`src/rtl/div60_counter.sv`:
```
module div60_counter #(
  parameter int LO_MOD = 10,
  parameter int HI_MOD = 6
) (
  input  logic                      clk,
  input  logic                      rst_n,
  input  logic                      clr,
  input  logic                      en,
  output logic [$clog2(LO_MOD)-1:0] units,
  output logic [$clog2(HI_MOD)-1:0] tens,
  output logic                      tc,
  output logic                      div_out
);
  localparam int LO_W = $clog2(LO_MOD);
  localparam int HI_W = $clog2(HI_MOD);
  localparam logic [LO_W-1:0] LO_TOP = LO_W'(LO_MOD - 1);
  localparam logic [HI_W-1:0] HI_TOP = HI_W'(HI_MOD - 1);

  logic [LO_W-1:0] lo_q;
  logic [HI_W-1:0] hi_q;

  wire lo_last = (lo_q == LO_TOP);
  wire hi_last = (hi_q == HI_TOP);
  wire lo_bad  = (lo_q > LO_TOP);
  wire hi_bad  = (hi_q > HI_TOP);
  wire carry   = en & lo_last;

  always_ff @(posedge clk) begin
    if (!rst_n || clr)
      lo_q <= '0;
    else if (en)
      lo_q <= (lo_last || lo_bad) ? '0 : lo_q + 1'b1;
  end

  always_ff @(posedge clk) begin
    if (!rst_n || clr)
      hi_q <= '0;
    else if (en && hi_bad)
      hi_q <= '0;
    else if (carry)
      hi_q <= hi_last ? '0 : hi_q + 1'b1;
  end

  assign units   = lo_q;
  assign tens    = hi_q;
  assign tc      = carry & hi_last;
  assign div_out = hi_q[HI_W-1];
endmodule


```
`config.mk`:
```
export PLATFORM = sky130hd
export DESIGN_NAME = div60_counter
export DESIGN_NICKNAME = d
export VERILOG_FILES = /design/src/rtl/div60_counter.sv
export SDC_FILE = /design/constraint.sdc
export NUM_CORES = 1
export LEC_CHECK = 0
export BUFFER_PORTS_ARGS = -buffer_cell sky130_fd_sc_hd__buf_4
export CORE_AREA = 4 4 41 43
export CTS_BUF_LIST = sky130_fd_sc_hd__clkbuf_16
export CTS_CLUSTER_SIZE = 10
export DETAILED_ROUTE_END_ITERATION = 10
export DIE_AREA = 0 0 45 47
export PLACE_DENSITY = 0.48
export RECOVER_POWER = 100
export SKIP_CTS_REPAIR_TIMING = 1
export SLEW_MARGIN = 15
export SYNTH_ARGS = -nofsm -noshare
export SYNTH_HDL_FRONTEND = slang
export SYNTH_SLANG_ARGS = --single-unit
```
`constraint.sdc`:
```
create_clock -name clk -period 4.4 [get_ports clk]
set_clock_uncertainty 0.1 [all_clocks]
set_input_delay 0.22 -clock clk [delete_from_list [all_inputs] [get_ports clk]]
set_output_delay 0.22 -clock clk [all_outputs]
set_load 0.01 [all_outputs]
```
==> metrics.txt <==
drc violations 0; post-DR vias/cell 4.69; Hold Path Origin en; total buffers and inverters traversed by the critical path 1; beginning of the worst register-to-register path units[0]; DR iter-0 viols 1; Yosys top cell area share 35.9%; final weighted congestion in routability-driven placement 0.700; First-pass DRT Iterations 2; cell with the most instances after synthesis dfxtp_1; via count of the first global-routing pass 326; routed vias 338; chip height 47 um; category of the critical setup timing path flip-flop to primary output; clk buf depth 2; count of input and output buffers 12; Yosys warning total 0; Final Hold Violating Endpoints 0; Filler cells 142; largest area contributor in the netlist dfxtp_1; clk root buf clkbuf_16; instance count along the most critical hold path 3; global-route wire length before repair 1370 um; number of rows created at floorplan 13; actual slew at the worst max-slew pin 434 ps; prevailing post-synth register cell dfxtp_1; final standard cell utilization of the core 39.2%; antenna violations before repair 0; upper clock frequency limit 566 MHz; final worst path period need 1770 ps; period utilization 40.2%; family of cells with the greatest summed delay on the critical path flip-flops; worst path required time 4080 ps; Routed wire per std cell 11.6 um; count of H-tree levels built during CTS 1; Setup Viol. Count Final 0; reported max-cap violation count 0; number of flip-flops and latches in the synthesized netlist 7; placed wire-length estimate 599 um; pin count of the biggest net entering global routing 9; Min-Delay Path Class input pin to flip-flop; count of placed standard cells including taps 68; Netlist Area Pre-Place 390 um^2; post-route non-filler standard cell count 72; Setup crit start kind flip-flop; number of antenna repair diodes 0; endpoint of the lowest-slack register-to-register path tens[1]; Crit Path Max Fanout 6; cells on worst reg2reg path 4; Die Area 2120 um^2; P per Cell Area 443 nW/um^2; layout overhead on the synthesized area 30.8%; global-route total usage across every layer 9.75%; width of the die 45 um; TritonCTS clock tree built; result of the run complete, no violations; highest-delay cell along the critical path dfxtp_1; Max transition margin 70.8%; total length of routed wires 834 um; CTS clk-pin slew, worst paths 40 ps; clock sink count 7; post-synthesis async set-or-reset flop share 0%; mean area per synthesized cell 9.08 um^2; Post-synth EDFFs 0; leading post-synthesis cells by cell area dfxtp_1, ha_1, nand4b_4; worst supply voltage drop on vdd 0.168 mV; total nets after synthesis 50; endpoint type of the worst setup path primary output; Post-Syn Instances 43; post-synthesis cell type count 22; fraction of layout instances using a drive strength above 1 12.3%; Seq/Total Area, Yosys 35.9%; unrepaired setup endpoints after global routing no; R2R Setup Slk 2820 ps; clock latency reported for the late side of the worst-skew pair 230 ps; number of buffers created by CTS 3; accumulated negative setup slack 0 ps; capture endpoint of the worst hold path units[0]; Power Total 0.226 mW; Congestion Overflow GR 0; starting density of the core 30.0%; remaining antenna violation count 0; number of placed I/O pins 13; Layout Nets 65; cell-by-cell listing of the critical path ha_1 -> nand4b_1 -> nor4_1 -> clkbuf_1; arrival time of data at the critical path endpoint 1450 ps; number of pins exceeding their max-slew limit in the final report 0; Core Footprint 1300 um^2; largest incremental delay on the critical path 430 ps; Pleak 0.187 nW; most instantiated cells after synthesis dfxtp_1, nand2_1, inv_1, nor2_1, ha_1
==> final cells by class <==
class	instances	area [um^2]	area share [%]
tap	15	18.8	3.68
timing repair buffer	12	56.3	11.0
inverter	4	15.0	2.94
sequential	7	140	27.5
multi-input combinational	30	201	39.5
clock inverter	1	3.75	0.735
clock buffer	3	75.1	14.7
==> worst max path at each step <==
stage	cells after the start	start	end	slack [ps]
after CTS	4	units[0]	tc	2640
after global placement	4	units[0]	tens[1]	2870
after global routing	4	units[0]	tc	2470
after floorplan	3	units[0]	tc	2910
final	4	units[0]	tc	2630
after detailed placement	5	units[0]	units[3]	2850
==> tightest hold or removal path, cell delays in order <==
cell and delay [ps]:
buf_4 140, xnor2_1 70, nor2_1 70
==> cells by family (layout without fill, tap and decap cells) <==
logic type	count (synthesis)	in the layout	synth area share (%)
compound gates	6	6	8.98
xor+xnor	3	3	6.73
fa+ha+maj	3	3	9.62
buf+inv	6	20	8.65
flops	7	7	35.9
mux	1	1	2.56
simple gates	17	17	27.6
==> through the flow <==
stage / setup slack (ps) / hold slack, ps / instance area [um^2]
2_1_floorplan: 2910 / 325 / 390
3_3_place_gp: 2870 / 411 / 480
3_5_place_dp: 2850 / 402 / 480
4_1_cts: 2640 / 214 / 559
5_1_grt: 2470 / 234 / 510
6_report: 2630 / 204 / 510
==> metal layers <==
metal	global-route usage (%)	vias to the layer above	wire [um]
met5	0	-	0
met4	5.26	0	0
met3	6.90	0	76
met2	15.5	11	383
met1	9.43	154	374
li1	-	173	-
==> registers in the layout (all words and copies together) (netlist names) <==
signal	count
tens	3
units	4
==> where the power goes <==
part	total (mW)	leakage (nW)	internal, mW	switching, mW
clock network	0.152	0.0423	0.118	0.0335
registers	0.0655	0.0565	0.0645	0.00105
logic	0.00897	0.0878	0.00452	0.00445
total	0.226	0.187	0.187	0.0390
==> layout by cell type, fill, tap and decap left out, drive strengths merged <==
master  instances
clkbuf         12
dfxtp           7
inv             5
nand2           5
nor2            4
ha              3
buf             3
o21ai           2
a21oi           2
xor2            2
nand4b          1
nor4            1
or4             1
nand3           1
nor2b           1
and4b           1
nor3b           1
mux2i           1
nand4           1
a31oi           1
a311oi          1
xnor2           1
(Power assumes the default switching activity.)
